$ cat src/rtl/sc_seq_pkg.sv
package sc_seq_pkg;

  typedef enum logic {
    SEQ_IDLE = 1'b0,
    SEQ_WAIT = 1'b1
  } seq_state_e;

  // Completion rule: loads finish on cache data, stores on coherence events.
  function automatic logic access_complete(input logic is_store,
                                           input logic rsp_seen,
                                           input logic coh_seen);
    return is_store ? coh_seen : rsp_seen;
  endfunction

  // Circular index: base plus offset, folded into [0, depth).
  function automatic int unsigned ring_index(input int unsigned base,
                                             input int unsigned off,
                                             input int unsigned depth);
    int unsigned s;
    s = base + off;
    return (s >= depth) ? s - depth : s;
  endfunction

endpackage

$ cat src/rtl/sc_req_queue.sv
module sc_req_queue #(
  parameter int DEPTH = 8,
  parameter int AW    = 8,
  parameter int DW    = 16,
  parameter int TW    = 4,
  localparam int PW   = (DEPTH > 1) ? $clog2(DEPTH) : 1,
  localparam int CW   = $clog2(DEPTH + 1)
) (
  input  logic          clk,
  input  logic          rst_n,
  input  logic          push,
  input  logic          push_store,
  input  logic [AW-1:0] push_addr,
  input  logic [DW-1:0] push_wdata,
  input  logic [TW-1:0] push_tag,
  input  logic          pop,
  output logic          full,
  output logic          empty,
  output logic [CW-1:0] count,
  output logic          head_store,
  output logic [AW-1:0] head_addr,
  output logic [DW-1:0] head_wdata,
  output logic [TW-1:0] head_tag,
  input  logic [CW-1:0] peek_off,
  output logic          peek_store,
  output logic [AW-1:0] peek_addr
);
  import sc_seq_pkg::*;

  logic          st_q   [DEPTH];
  logic [AW-1:0] addr_q [DEPTH];
  logic [DW-1:0] wd_q   [DEPTH];
  logic [TW-1:0] tag_q  [DEPTH];
  logic [PW-1:0] rd_ptr, wr_ptr, peek_idx;
  logic [CW-1:0] cnt_q;

  assign count = cnt_q;
  assign full  = (cnt_q == CW'(DEPTH));
  assign empty = (cnt_q == '0);

  always_ff @(posedge clk) begin
    if (!rst_n) begin
      rd_ptr <= '0;
      wr_ptr <= '0;
      cnt_q  <= '0;
    end else begin
      if (push) wr_ptr <= PW'(ring_index(int'(wr_ptr), 1, DEPTH));
      if (pop)  rd_ptr <= PW'(ring_index(int'(rd_ptr), 1, DEPTH));
      cnt_q <= cnt_q + CW'(push) - CW'(pop);
    end
  end

  always_ff @(posedge clk) begin
    if (push) begin
      st_q[wr_ptr]   <= push_store;
      addr_q[wr_ptr] <= push_addr;
      wd_q[wr_ptr]   <= push_wdata;
      tag_q[wr_ptr]  <= push_tag;
    end
  end

  assign peek_idx   = PW'(ring_index(int'(rd_ptr), int'(peek_off), DEPTH));
  assign head_store = st_q[rd_ptr];
  assign head_addr  = addr_q[rd_ptr];
  assign head_wdata = wd_q[rd_ptr];
  assign head_tag   = tag_q[rd_ptr];
  assign peek_store = st_q[peek_idx];
  assign peek_addr  = addr_q[peek_idx];
endmodule

$ cat src/rtl/sc_issue_ctrl.sv
module sc_issue_ctrl #(
  parameter int AW = 8,
  parameter int DW = 16,
  parameter int TW = 4
) (
  input  logic          clk,
  input  logic          rst_n,
  input  logic          head_valid,
  input  logic          head_store,
  input  logic [AW-1:0] head_addr,
  input  logic [DW-1:0] head_wdata,
  input  logic [TW-1:0] head_tag,
  output logic          cache_req_valid,
  input  logic          cache_req_ready,
  output logic          cache_req_is_store,
  output logic [AW-1:0] cache_req_addr,
  output logic [DW-1:0] cache_req_wdata,
  input  logic          cache_rsp_valid,
  input  logic [DW-1:0] cache_rsp_data,
  input  logic          coh_event_valid,
  output logic          issue_evt,
  output logic          complete_evt,
  output logic          done_valid,
  output logic [TW-1:0] done_tag,
  output logic          done_is_store,
  output logic [DW-1:0] done_data
);
  import sc_seq_pkg::*;

  seq_state_e state_q;

  assign cache_req_valid    = (state_q == SEQ_IDLE) && head_valid;
  assign cache_req_is_store = head_store;
  assign cache_req_addr     = head_addr;
  assign cache_req_wdata    = head_wdata;

  assign issue_evt    = cache_req_valid && cache_req_ready;
  assign complete_evt = (state_q == SEQ_WAIT) &&
                        access_complete(head_store, cache_rsp_valid, coh_event_valid);

  always_ff @(posedge clk) begin
    if (!rst_n) begin
      state_q       <= SEQ_IDLE;
      done_valid    <= 1'b0;
      done_tag      <= '0;
      done_is_store <= 1'b0;
      done_data     <= '0;
    end else begin
      done_valid <= complete_evt;
      if (issue_evt) state_q <= SEQ_WAIT;
      else if (complete_evt) state_q <= SEQ_IDLE;
      if (complete_evt) begin
        done_tag      <= head_tag;
        done_is_store <= head_store;
        done_data     <= head_store ? '0 : cache_rsp_data;
      end
    end
  end
endmodule

$ cat src/rtl/sc_pf_walker.sv
module sc_pf_walker #(
  parameter int DEPTH = 8,
  parameter int AW    = 8,
  localparam int CW   = $clog2(DEPTH + 1)
) (
  input  logic          clk,
  input  logic          rst_n,
  input  logic [CW-1:0] count,
  input  logic          pop,
  input  logic          peek_store,
  input  logic [AW-1:0] peek_addr,
  output logic [CW-1:0] peek_off,
  output logic          pf_valid,
  input  logic          pf_ready,
  output logic [AW-1:0] pf_addr,
  output logic          pf_excl,
  output logic          pf_fire
);
  logic [CW-1:0] off_q, off_nxt;

  assign peek_off = off_q;
  assign pf_valid = off_q < count;
  assign pf_addr  = peek_addr;
  assign pf_excl  = peek_store;
  assign pf_fire  = pf_valid && pf_ready;

  always_comb begin
    off_nxt = off_q + CW'(pf_fire);
    if (pop && off_nxt != '0) off_nxt = off_nxt - CW'(1);
  end

  always_ff @(posedge clk) begin
    if (!rst_n) off_q <= '0;
    else        off_q <= off_nxt;
  end
endmodule

$ cat src/rtl/sc_mem_sequencer.sv
module sc_mem_sequencer #(
  parameter int DEPTH = 8,
  parameter int AW    = 8,
  parameter int DW    = 16,
  parameter int TW    = 4,
  localparam int CW   = $clog2(DEPTH + 1)
) (
  input  logic          clk,
  input  logic          rst_n,
  input  logic          req_valid,
  output logic          req_ready,
  input  logic          req_is_store,
  input  logic [AW-1:0] req_addr,
  input  logic [DW-1:0] req_wdata,
  input  logic [TW-1:0] req_tag,
  output logic          cache_req_valid,
  input  logic          cache_req_ready,
  output logic          cache_req_is_store,
  output logic [AW-1:0] cache_req_addr,
  output logic [DW-1:0] cache_req_wdata,
  input  logic          cache_rsp_valid,
  input  logic [DW-1:0] cache_rsp_data,
  input  logic          coh_event_valid,
  output logic          pf_valid,
  input  logic          pf_ready,
  output logic [AW-1:0] pf_addr,
  output logic          pf_excl,
  output logic          done_valid,
  output logic [TW-1:0] done_tag,
  output logic          done_is_store,
  output logic [DW-1:0] done_data
);
  logic          q_full, q_empty;
  logic [CW-1:0] q_count, peek_off;
  logic          head_store, peek_store;
  logic [AW-1:0] head_addr, peek_addr;
  logic [DW-1:0] head_wdata;
  logic [TW-1:0] head_tag;
  logic          push_evt, issue_evt, complete_evt, pf_fire;

  assign req_ready = !q_full;
  assign push_evt  = req_valid && req_ready;

  sc_req_queue #(.DEPTH(DEPTH), .AW(AW), .DW(DW), .TW(TW)) u_queue (
    .clk(clk), .rst_n(rst_n),
    .push(push_evt), .push_store(req_is_store), .push_addr(req_addr),
    .push_wdata(req_wdata), .push_tag(req_tag),
    .pop(complete_evt), .full(q_full), .empty(q_empty), .count(q_count),
    .head_store(head_store), .head_addr(head_addr),
    .head_wdata(head_wdata), .head_tag(head_tag),
    .peek_off(peek_off), .peek_store(peek_store), .peek_addr(peek_addr)
  );

  sc_issue_ctrl #(.AW(AW), .DW(DW), .TW(TW)) u_issue (
    .clk(clk), .rst_n(rst_n),
    .head_valid(!q_empty), .head_store(head_store), .head_addr(head_addr),
    .head_wdata(head_wdata), .head_tag(head_tag),
    .cache_req_valid(cache_req_valid), .cache_req_ready(cache_req_ready),
    .cache_req_is_store(cache_req_is_store), .cache_req_addr(cache_req_addr),
    .cache_req_wdata(cache_req_wdata),
    .cache_rsp_valid(cache_rsp_valid), .cache_rsp_data(cache_rsp_data),
    .coh_event_valid(coh_event_valid),
    .issue_evt(issue_evt), .complete_evt(complete_evt),
    .done_valid(done_valid), .done_tag(done_tag),
    .done_is_store(done_is_store), .done_data(done_data)
  );

  sc_pf_walker #(.DEPTH(DEPTH), .AW(AW)) u_pf (
    .clk(clk), .rst_n(rst_n),
    .count(q_count), .pop(complete_evt),
    .peek_store(peek_store), .peek_addr(peek_addr), .peek_off(peek_off),
    .pf_valid(pf_valid), .pf_ready(pf_ready), .pf_addr(pf_addr),
    .pf_excl(pf_excl), .pf_fire(pf_fire)
  );
endmodule

$ cat config.mk
export PLATFORM = sky130hd
export DESIGN_NAME = sc_mem_sequencer
export DESIGN_NICKNAME = d
export VERILOG_FILES = /design/src/rtl/sc_seq_pkg.sv /design/src/rtl/sc_req_queue.sv /design/src/rtl/sc_issue_ctrl.sv /design/src/rtl/sc_pf_walker.sv /design/src/rtl/sc_mem_sequencer.sv
export SDC_FILE = /design/constraint.sdc
export NUM_CORES = 1
export LEC_CHECK = 0
export ABC_AREA = 1
export BUFFER_PORTS_ARGS = -buffer_cell sky130_fd_sc_hd__buf_4
export CAP_MARGIN = 20
export CORE_UTILIZATION = 50
export DETAILED_ROUTE_END_ITERATION = 16
export PLACE_DENSITY = 0.69
export SYNTH_ARGS = -nofsm -noshare
export SYNTH_HDL_FRONTEND = slang
export SYNTH_SLANG_ARGS = --single-unit
$ cat constraint.sdc
create_clock -name clk -period 8.2 [get_ports clk]
set_input_delay 0.82 -clock clk [delete_from_list [all_inputs] [get_ports clk]]
set_output_delay 0.82 -clock clk [all_outputs]
set_load 0.01 [all_outputs]
==> summary.md, run 1 <==
| Metric | Value |
|---|---|
| Crit path DAT | 3.38 ns |
| Cells after synthesis | roughly 1000 |
| DRC | 0 |
| Fin. max-slew vios | 0 |
| Fraction of layout cells with a size suffix above 1 | 0.173 |
| Post-DP HPWL | ~14000 um |
| Worst-path cell chain | buf_16 -> inv_2 -> buf_4 -> nand2_2 -> nand3_2 -> nand3_4 -> nand2_4 -> clkinv_1 -> buf_4 |
| DIE HEIGHT | 155 um |
| Yosys Warn Count | 0 |
| Mapped Area | 11600 um^2 |
| Worst-case reg-to-reg path depth | 18 |
| Sequential power share | 0.435 |
| Core area | 22700 um^2 |
| RSZ-0062 raised after global routing | no |
| # rows | 55 |
| Critical Path End Type | primary output |
| Final Skew | 0.0145 ns |
| Ranking of synthesized cells by area | edfxtp_1, dfxtp_1, o21ai_0, nor2_1, nand2_1 |
| Longest Clk Path Bufs | 3 |
| Clk slew on worst S/H paths | 0.06 ns |
| Top cell type's share of synthesized area | 0.598 |
| CP peak stage delay | 0.61 ns |
| Worst Hold Class | reg -> reg |
| GPL Wtd Cong | just over 0.8 |
| Area share of and/or/nand/nor cells after synthesis | 0.127 |
| Largest net degree at the start of global routing | 110 |
| WL final | 25300 um |
| Count leader, synth | edfxtp_1 |
| Compound-Gate Fraction of Synth Area | 0.124 |
| Synth area leader | edfxtp_1 |
| Yosys cell types | 38 |
| Core Util, Final | 0.598 |
| Initial core utilization | 0.513 |
| Drt via density | about 5.5 |
| FF+latch count, synth | 272 |
| Cts hold-fix bufs | 0 |
| Clock Sinks | 272 |
| Pwr dens | 282 nW/um^2 |
| Combinational Power Share | 0.266 |
| Max VDD drop | just over 0.2 mV |
| Pleak | 0.00512 uW |
| Ant diodes | 0 |
| Area growth, synth to finish | 16.7% |
| Setup tns final | 0 ns |
| Synth Flop Type | edfxtp_1 |
| CTS tree | yes |
| Critical-path cell with the highest stage delay | buf_4 |
| Slew HR | 0.460 |
| Post-synth net total | 1118 |
| Vias in the first global route | roughly 7500 |
| Post-layout min period | about 4.2 ns |
| PortBufs | 110 |
| Tot GR Track Use | 0.215 |
| Vias | between 7000 and 8000 |
| Die footprint | around 24000 um^2 |
| Crit Path Max Fanout | 96 |
| Commonest cells post-synth | edfxtp_1, nor2_1, o21ai_0 |
| Final Hold Viols | 0 |
| Final setup vio count | 0 |
| Max-cap violations | 0 |
| Pwr Total | 3830 uW |
| Post-Syn Area per Cell | about 11 um^2 |
| Router iterations before antenna repair | 5 |
| XOR/XNOR share of the synthesized area | 0.00451 |
| Synth Area in Adders | 0.0196 |
| Seq/Total Area, Yosys | 0.667 |
| First DRT Iteration DRCs | between 600 and 700 |
| Internal power | about 2700 uW |
| Post-synth EDFFs | 232 |
| Crit path kind | reg -> out |
| TritonCTS Buffers | 27 |
| Most frequent CP cell | buf_4 |
| Clock latency on the worst-skew pair | 0.53 ns |
| Net Switching | roughly 1200 uW |
| Worst path required time | 7.38 ns |
| Nets | 1214 |
| Fin crit share | 0.512 |
| Switching share of total power | 0.304 |
| Hold path cells | 2 |
| Post-synthesis mux area share | 0.00688 |
| DRT antenna net count | 0 |
| Post-DP Area | around 13000 um^2 |
| Clock root buffer | clkbuf_16 |
| Fmax achieved | ~0.24 GHz |
| First-pass GRT wire length | 40000 um |
| Clock share of power | 0.300 |
| Outcome | completed |
| Top Ports | 111 |
| Die W | 155 um |
| Fraction of registers with async set/reset | 0 |
| Grt total ovfl | 0 |
| CTS H-tree lvls | 1 |
| Routed len/inst | 17.5 um |
| Setup Fix Bufs, Post-CTS | 0 |
| Cts repair resizes | 0 |
| Least-Margin Pin Slew | 0.808 ns |
| Initial antenna violation count | 0 |
| Critical Path Source Type | flop |
| Post-route cell area | 13600 um^2 |
| Main combinational cell family by area after synthesis | simple AND/OR/NAND/NOR gates |
through the flow:
step / setup slack [ns] / hold slack [ns] / std cells
after floorplan: 5.36 / 0.463 / 1049
after global placement: 4.27 / 0.431 / 1397
after detailed placement: 4.16 / 0.434 / 1397
after CTS: 3.86 / 0.444 / 1447
after global routing: 3.77 / 0.465 / 1451
final: 4.00 / 0.439 / 1451
state kept, by name (all words and copies together), names as in the netlist, named ones only:
register	cells
u_queue.count	4
u_queue.rd_ptr	3
u_queue.tag_q	32
u_issue.done_valid	1
u_issue.done_tag	4
u_issue.done_is_store	1
u_pf.peek_off	4
u_issue.state_q	1
u_issue.done_data	16
u_queue.addr_q	64
u_queue.wr_ptr	3
u_queue.wd_q	128
u_queue.st_q	8
cell usage in the layout, fill, tap and decap left out, types with 2 or more instances in the layout:
master / instances
edfxtp_1: 232
nor2_1: 173
o21ai_0: 144
buf_4: 122
nand2_1: 119
inv_1: 78
a21oi_1: 44
dfxtp_1: 38
a31oi_1: 33
clkbuf_16: 27
o22ai_1: 24
o211ai_1: 17
ha_1: 14
nand2_2: 12
nand3_1: 9
mux2i_1: 8
clkinv_1: 7
clkbuf_1: 6
xor2_1: 5
nand4_1: 5
nor2_4: 4
nor2_2: 4
nand3_2: 3
nand3_4: 3
nand2_4: 3
buf_12: 3
nand2_8: 2
fa_1: 2
clkinvlp_4: 2
clkbuf_2: 2
clkbuf_4: 2
clkinv_2: 2
cell type report:
type	count	area (um^2)
multi-input combinational	637	3320
tap	285	357
inverter	81	307
fill	1836	9130
timing repair buffer	126	1000
clock buffer	38	737
clock inverter	12	86.3
sequential	272	7770
kinds of logic (layout without fill, tap and decap cells):
family,count (synthesis),count (layout)
simple gates,342,342
buf+inv,140,257
flops,272,272
compound gates,264,264
xor+xnor,6,6
mux,8,8
fa+ha+maj,17,17
per-layer routing:
| metal | part of all wire | up-vias | track usage |
|---|---|---|---|
| li1 | - | 3877 | - |
| met1 | 0.43 | 3753 | 0.289 |
| met2 | 0.49 | 232 | 0.362 |
| met3 | 0.056 | 50 | 0.0314 |
| met4 | 0.025 | 0 | 0.0669 |
| met5 | 0 | - | 0 |
critical path: cells and delay by family, from the launching register on:
kind          cells  cell delay (ns)
buf+inv           5             1.99
flops             1             0.41
simple gates      4             0.43
path summary, 6_finish.rpt:
path | start | to | slack (ns)
hold reg to reg | u_issue.done_is_store | u_issue.done_is_store | 0.44
setup / recovery | flop | cache_req_is_store | 4.00
setup reg to reg | flop | u_queue.count[2] | 4.59
hold / removal | u_issue.done_is_store | u_issue.done_is_store | 0.44
power groups by stage:
stage / Clock, uW / Sequential [uW] / Combinational, uW
final: 1150 / 1670 / 1020
after global placement: 0 / 1720 / 958
after detailed placement: 0 / 1720 / 974
after floorplan: 0 / 1680 / 647
after CTS: 1170 / 1690 / 980
after global routing: 1220 / 1670 / 1130
(Power assumes the default switching activity.)
==> run 2: changes to the inputs <==
Settings changed: ABC_AREA 1 to 0.
Clock period 8.2 ns to 4 ns, I/O delays scaled along.
==> summary.md, run 2 <==
| Metric | Value |
|---|---|
| Pwr dens | 590 nW/um^2 (was 282 nW/um^2) |
| Final worst slack | 0.353 ns (was 4.00 ns) |
| Max-cap violations | 0 (unchanged) |
| TritonCTS Buffers | 28 (was 27) |
| PortBufs | 110 (unchanged) |
| Vias | 5574 (was 7912) |
| Clock Sinks | 272 (unchanged) |
| Synth area leader | edfxtp_1 (unchanged) |
| FF-to-FF setup slack | 1.21 ns (was 4.59 ns) |
| Pwr Total | 7750 uW (was 3830 uW) |
| Least-Margin Pin Slew | 0.997 ns (was 0.808 ns) |
| Critical path launch point | u_queue.rd_ptr[1] |
| Most common cell after layout, fill and taps aside | edfxtp_1 (unchanged) |
| Yosys cell types | 32 (was 38) |
| Cts hold-fix bufs | 0 (unchanged) |
| Ranking of synthesized cells by area | edfxtp_1, mux4_2, dfxtp_1, mux2_2, ha_1 (was edfxtp_1, dfxtp_1, o21ai_0, nor2_1, nand2_1) |
| Worst setup path endpoint | pf_addr[3] (was cache_req_is_store) |
| Final setup vio count | 0 (unchanged) |
| Outcome | completed (unchanged) |
| Ant diodes | 0 (unchanged) |
| Post-synth EDFFs | 232 (unchanged) |
| DRT antenna net count | 0 (unchanged) |
| Seq/Total Area, Yosys | 0.708 (was 0.667) |
| Clock root buffer | clkbuf_16 (unchanged) |
| Worst path required time | 3.60 ns (was 7.38 ns) |
| Dpl ws | 0.903 ns (was 4.16 ns) |
| Vias in the first global route | 5980 (was 7510) |
| FF+latch count, synth | 272 (unchanged) |
| DIE HEIGHT | 150 um (was 155 um) |
| Worst-case reg-to-reg path depth | 13 (was 18) |
| Final Hold Viols | 0 (unchanged) |
| Initial core utilization | 0.515 (was 0.513) |
| Router iterations before antenna repair | 4 (was 5) |
| Die footprint | 22500 um^2 (was 23900 um^2) |
| First-pass GRT wire length | 33100 um (was 40000 um) |
| Critical R2R Capture | u_pf.peek_off[1] (was u_queue.count[2]) |
| Clk slew on worst S/H paths | 0.06 ns (about the same) |
| Crit path DAT | 3.25 ns (was 3.38 ns) |
| Post-layout min period | 3.65 ns |
| Post-synth net total | 615 (was 1118) |
| Crit Path Max Fanout | 11 (was 96) |
| Post-DP HPWL | 13100 um (was 14400 um) |
| GPL Wtd Cong | 0.743 (was 0.820) |
| Top cell type's share of synthesized area | 0.635 (was 0.598) |
| Max reg flops | 128 (unchanged) |
| Synth Flop Type | edfxtp_1 (unchanged) |
| Worst Hold Class | in -> reg (was reg -> reg) |
| Mapped Area | 11000 um^2 (was 11600 um^2) |
| Final std cells w/o fill | 977 (was 1451) |
| Nets | 749 (was 1214) |
| Commonest cells after routing, fill and taps aside | edfxtp_1, buf_4, mux4_2 (was edfxtp_1, nor2_1, o21ai_0) |
| Core area | 21300 um^2 (was 22700 um^2) |
| First DRT Iteration DRCs | 294 (was 665) |
| Fin crit share | 0.912 |
| Top Ports | 111 (unchanged) |
| Routed len/inst | 22.1 um (was 17.5 um) |
| Critical Path Source Type | flop (unchanged) |
| Leading registers by flop count | u_queue.wd_q: 128 flops, u_queue.addr_q: 64 flops, u_queue.tag_q: 32 flops (unchanged) |
| Cells after synthesis | 546 (was 1049) |
| Reg2reg start | u_queue.count[1] |
| Setup Fix Bufs, Post-CTS | 0 (unchanged) |
| Dpl cells | 925 (was 1397) |
| Area growth, synth to finish | 19.9% (was 16.7%) |
| Post-Syn Area per Cell | 20.1 um^2 (was 11.1 um^2) |
| Grt total ovfl | 0 (unchanged) |
| WL final | 21600 um (was 25300 um) |
| Post-route cell area | 13100 um^2 (was 13600 um^2) |
| Fraction of layout cells with a size suffix above 1 | 0.410 (was 0.173) |
| Setup tns final | 0 ns (unchanged) |
| CTS H-tree lvls | 1 (unchanged) |
| Fmax achieved | around 0.27 GHz |
| Fin. max-slew vios | 0 (unchanged) |
| Post-DP Area | 12200 um^2 (was 12700 um^2) |
| Fraction of registers with async set/reset | 0 (unchanged) |
| Count leader, synth | edfxtp_1 (unchanged) |
| Initial antenna violation count | 1 (was 0) |
| Die W | 150 um (was 155 um) |
| Yosys Warn Count | 0 (unchanged) |
| Drt via density | 5.71 (was 5.45) |
| Final Skew | 0.0296 ns (was 0.0145 ns) |
| CTS tree | yes (unchanged) |
| Reg with most FFs | u_queue.wd_q (unchanged) |
| # rows | 53 (was 55) |
| Max VDD drop | 0.431 mV (was 0.204 mV) |
| Largest net degree at the start of global routing | 49 (was 110) |
| Tot GR Track Use | 0.200 (was 0.215) |
| DRC | 0 (unchanged) |
| Slew HR | 0.336 (was 0.460) |
| Pleak | 0.00449 uW (was 0.00512 uW) |
| Clock latency on the worst-skew pair | 0.55 ns (was 0.53 ns) |
| Crit path kind | reg -> out (unchanged) |
| Critical Path End Type | primary output (unchanged) |
| Commonest cells post-synth | edfxtp_1, mux4_2, dfxtp_1 (was edfxtp_1, nor2_1, o21ai_0) |
| Cts repair resizes | 0 (unchanged) |
| RSZ-0062 raised after global routing | no (unchanged) |
| Longest Clk Path Bufs | 3 (unchanged) |
==> run 2: layout make-up <==
cell class | instances | area (um^2)
Multi-Input combinational cell | 237 | 3090
Clock inverter | 18 | 193
Sequential cell | 272 | 7770
Tap cell | 275 | 344
Inverter | 11 | 41.3
Clock buffer | 34 | 723
Fill cell | 1536 | 8140
Timing Repair Buffer | 130 | 980
==> run 2: through the flow <==
stage / hold WS, ns / utilization
6_report: 0.0757 / 0.618
5_1_grt: 0.0529 / 0.618
4_1_cts: 0.0536 / 0.618
3_5_place_dp: 0.471 / 0.575
3_3_place_gp: 0.464 / 0.574
2_1_floorplan: 0.476 / -
==> run 2: worst min path at each step <==
stage,to,slack (ns),cells past startpoint,start
after global placement,u_issue.done_data[8],0.46,1,u_issue.done_data[8]
after CTS,u_queue.wd_q[6][15],0.05,1,req_wdata[15]
after floorplan,u_queue.wr_ptr[0],0.48,2,u_queue.wr_ptr[0]
final,u_issue.done_data[13],0.08,2,cache_rsp_data[13]
after global routing,u_queue.wd_q[2][7],0.05,1,req_wdata[7]
after detailed placement,u_issue.done_data[15],0.47,1,u_issue.done_data[15]
==> run 2: logic make-up (layout without fill, tap and decap cells) <==
group                      after synthesis  after routing  share of synthesized area
AOI/OAI and AO/OA                       32             32                     0.0221
DFF                                    272            272                      0.708
and+or+nand+nor                         56             56                     0.0235
xor gates and xnor gates                 8              8                    0.00639
muxes                                  124            124                      0.204
buffers and inverters                   37            193                     0.0153
adders and majority gates               17             17                     0.0208
==> run 2: critical path, stage by stage (launching register included) <==
cell     delay (ns)
dfxtp_1        0.47
fa_1           0.47
xor2_1         0.20
xnor2_2        0.57
buf_6          0.26
mux4_2         0.32
mux2_2         0.28
buf_4          0.14
==> run 2: metal layers <==
layer | share of wire | GRT usage | routed length, um | up-vias
li1 | - | - | - | 2494
met1 | 0.39 | 0.254 | 8540 | 2857
met2 | 0.52 | 0.354 | 11200 | 181
met3 | 0.067 | 0.0403 | 1450 | 40
met4 | 0.019 | 0.0444 | 412 | 2
met5 | 0.00079 | 0 | 17 | -
==> run 2: power by group <==
group          switching [uW]  total (uW)  internal, uW
registers                91.1        3370          3280
clock network            1050        2530          1490
logic                     870        1850           981
==> run 3: changes to the inputs <==
Settings changed: PLACE_DENSITY 0.69 to 0.68.
==> summary.md, run 3 (synthesis gave the netlist of run 2 again) <==
| Metric | Value |
|---|---|
| Clock Sinks | 272 (unchanged) |
| Tot GR Track Use | 0.201 (was 0.200) |
| Fin. max-slew vios | 0 (unchanged) |
| Longest Clk Path Bufs | 3 (unchanged) |
| First DRT Iteration DRCs | 283 (was 294) |
| Clk slew on worst S/H paths | 0.06 ns (about the same) |
| Fmax achieved | 0.278 GHz (was 0.274 GHz) |
| Vias | 5546 (was 5574) |
| Cts repair resizes | 0 (unchanged) |
| Router iterations before antenna repair | 4 (unchanged) |
| Top Ports | 111 (unchanged) |
| Fraction of layout cells with a size suffix above 1 | 0.412 (was 0.410) |
| Dpl cells | 922 (was 925) |
| Worst-path cell chain | ha_1 -> fa_1 -> xor2_1 -> xnor2_2 -> buf_4 -> mux4_2 -> mux2_2 -> buf_4 (was fa_1 -> xor2_1 -> xnor2_2 -> buf_6 -> mux4_2 -> mux2_2 -> buf_4) |
| CTS tree | yes (unchanged) |
| Least-Margin Pin Slew | 0.733 ns (was 0.997 ns) |
| Die footprint | 22500 um^2 (unchanged) |
| Crit path kind | reg -> out (unchanged) |
| Final setup vio count | 0 (unchanged) |
| Drt via density | 5.71 (about the same) |
| Outcome | completed (unchanged) |
| Vias in the first global route | 5913 (was 5980) |
| Clock latency on the worst-skew pair | 0.55 ns (about the same) |
| Setup Fix Bufs, Post-CTS | 0 (unchanged) |
| Crit Path Max Fanout | 18 (was 11) |
| GPL Wtd Cong | 0.784 (was 0.743) |
| Worst path bufs/invs | 2 (unchanged) |
| Most frequent CP cell | buf_4 |
| DIE HEIGHT | 150 um (unchanged) |
| Area growth, synth to finish | 20.3% (was 19.9%) |
| CTS H-tree lvls | 1 (unchanged) |
| Initial core utilization | 0.515 (unchanged) |
| Critical path's top delay family | adder cells (was XOR/XNOR gates) |
| Final Skew | 0.0199 ns (was 0.0296 ns) |
| Grt total ovfl | 0 (unchanged) |
| Ant diodes | 0 (unchanged) |
| Critical-path cell with the highest stage delay | dfxtp_1 (was xnor2_2) |
| Slew HR | 0.510 (was 0.336) |
| Clock root buffer | clkbuf_16 (unchanged) |
| DRC | 0 (unchanged) |
| Post-DP HPWL | 13100 um (about the same) |
| Crit path DAT | 3.19 ns (was 3.25 ns) |
| Cts hold-fix bufs | 0 (unchanged) |
| # rows | 53 (unchanged) |
| Initial antenna violation count | 0 (was 1) |
| WL final | 21500 um (was 21600 um) |
| RSZ-0062 raised after global routing | no (unchanged) |
| Core Util, Final | 0.620 (was 0.618) |
| Critical Path Source Type | flop (unchanged) |
| FF-to-FF setup slack | 1.02 ns (was 1.21 ns) |
| PortBufs | 110 (unchanged) |
| Post-layout min period | 3.59 ns (was 3.65 ns) |
| Worst-case reg-to-reg path depth | 11 (was 13) |
| Die W | 150 um (unchanged) |
| Max reg flops | 128 (unchanged) |
| Worst hold slack | 0.0821 ns (was 0.0757 ns) |
| DRT antenna net count | 0 (unchanged) |
| Core area | 21300 um^2 (unchanged) |
| Reg with most FFs | u_queue.wd_q (unchanged) |
| Pwr dens | 588 nW/um^2 (was 590 nW/um^2) |
| Nets | 746 (was 749) |
| Max VDD drop | 0.388 mV (was 0.431 mV) |
| Fin crit share | 0.898 (was 0.912) |
| Final Hold Viols | 0 (unchanged) |
| TritonCTS Buffers | 28 (unchanged) |
| CP peak stage delay | 0.51 ns (was 0.57 ns) |
| Final std cells w/o fill | 972 (was 977) |
| Most common cell after layout, fill and taps aside | edfxtp_1 (unchanged) |
| Leading registers by flop count | u_queue.wd_q: 128 flops, u_queue.addr_q: 64 flops, u_queue.tag_q: 32 flops (unchanged) |
| Setup tns final | 0 ns (unchanged) |
| Worst path required time | 3.60 ns (about the same) |
| First-pass GRT wire length | 33300 um (was 33100 um) |
| WHS Endpoint | u_queue.tag_q[6][0] (was u_issue.done_data[13]) |
| HP Start | req_tag[0] (was cache_rsp_data[13]) |
| Worst Hold Class | in -> reg (unchanged) |
| Hold path cells | 1 (was 2) |
| Pleak | 0.00450 uW (was 0.00449 uW) |
| Pwr Total | 7760 uW (was 7750 uW) |
| Max-cap violations | 0 (unchanged) |
| Commonest cells after routing, fill and taps aside | edfxtp_1, buf_4, mux4_2 (unchanged) |
| Critical R2R Capture | u_queue.count[2] (was u_pf.peek_off[1]) |
| Routed len/inst | 22.1 um (about the same) |
| Critical Path End Type | primary output (unchanged) |
| Largest net degree at the start of global routing | 49 (unchanged) |
run 3: metrics by stage:
| step | area (um^2) | setup WS (ns) |
|---|---|---|
| finish | 13200 | 0.407 |
| global route | 13200 | 0.190 |
| CTS | 13200 | 0.339 |
| detailed placement | 12300 | 0.930 |
| global placement | 12300 | 0.960 |
| floorplan | 11000 | 0.477 |
run 3: cell type report:
| class | count | area, um^2 |
|---|---|---|
| multi-input combinational | 237 | 3090 |
| timing repair buffer | 127 | 1030 |
| clock inverter | 13 | 153 |
| fill | 1468 | 8090 |
| tap | 275 | 344 |
| clock buffer | 37 | 764 |
| sequential | 272 | 7770 |
| inverter | 11 | 41.3 |
run 3: metal layers:
metal / GRT usage / routed length, um / part of all wire / up-vias
li1: - / - / - / 2489
met1: 0.261 / 8770 / 0.41 / 2843
met2: 0.344 / 10800 / 0.50 / 179
met3: 0.0400 / 1450 / 0.067 / 35
met4: 0.0576 / 479 / 0.022 / 0
met5: 0 / 0 / 0 / -
run 3: report_power, final:
group | internal, uW | switching [uW]
logic | 974 | 820
clock network | 1530 | 1030
registers | 3280 | 128
total | 5780 | 1980
run 3: how the worst max path moves through the flow:
| stage | startpoint | end | cells after the start |
|---|---|---|---|
| 3_3_place_gp | u_queue.rd_ptr[0] | pf_addr[7] | 8 |
| 2_1_floorplan | u_queue.count[2] | u_queue.addr_q[0][0] | 5 |
| 3_5_place_dp | u_queue.rd_ptr[0] | pf_addr[7] | 8 |
| 4_1_cts | u_queue.rd_ptr[0] | pf_addr[7] | 8 |
| 5_1_grt | u_queue.rd_ptr[0] | pf_addr[4] | 8 |
| 6_report | u_queue.rd_ptr[0] | pf_addr[7] | 8 |
run 3: worst reg2reg max path, stage by stage, from the launching register on:
cell     delay [ns]
dfxtp_4        0.61
mux2i_1        0.14
mux4_2         0.54
mux2i_4        0.21
buf_4          0.21
ha_1           0.30
inv_1          0.06
ha_1           0.16
inv_1          0.06
fa_1           0.37
xor2_1         0.16
nor2_1         0.05
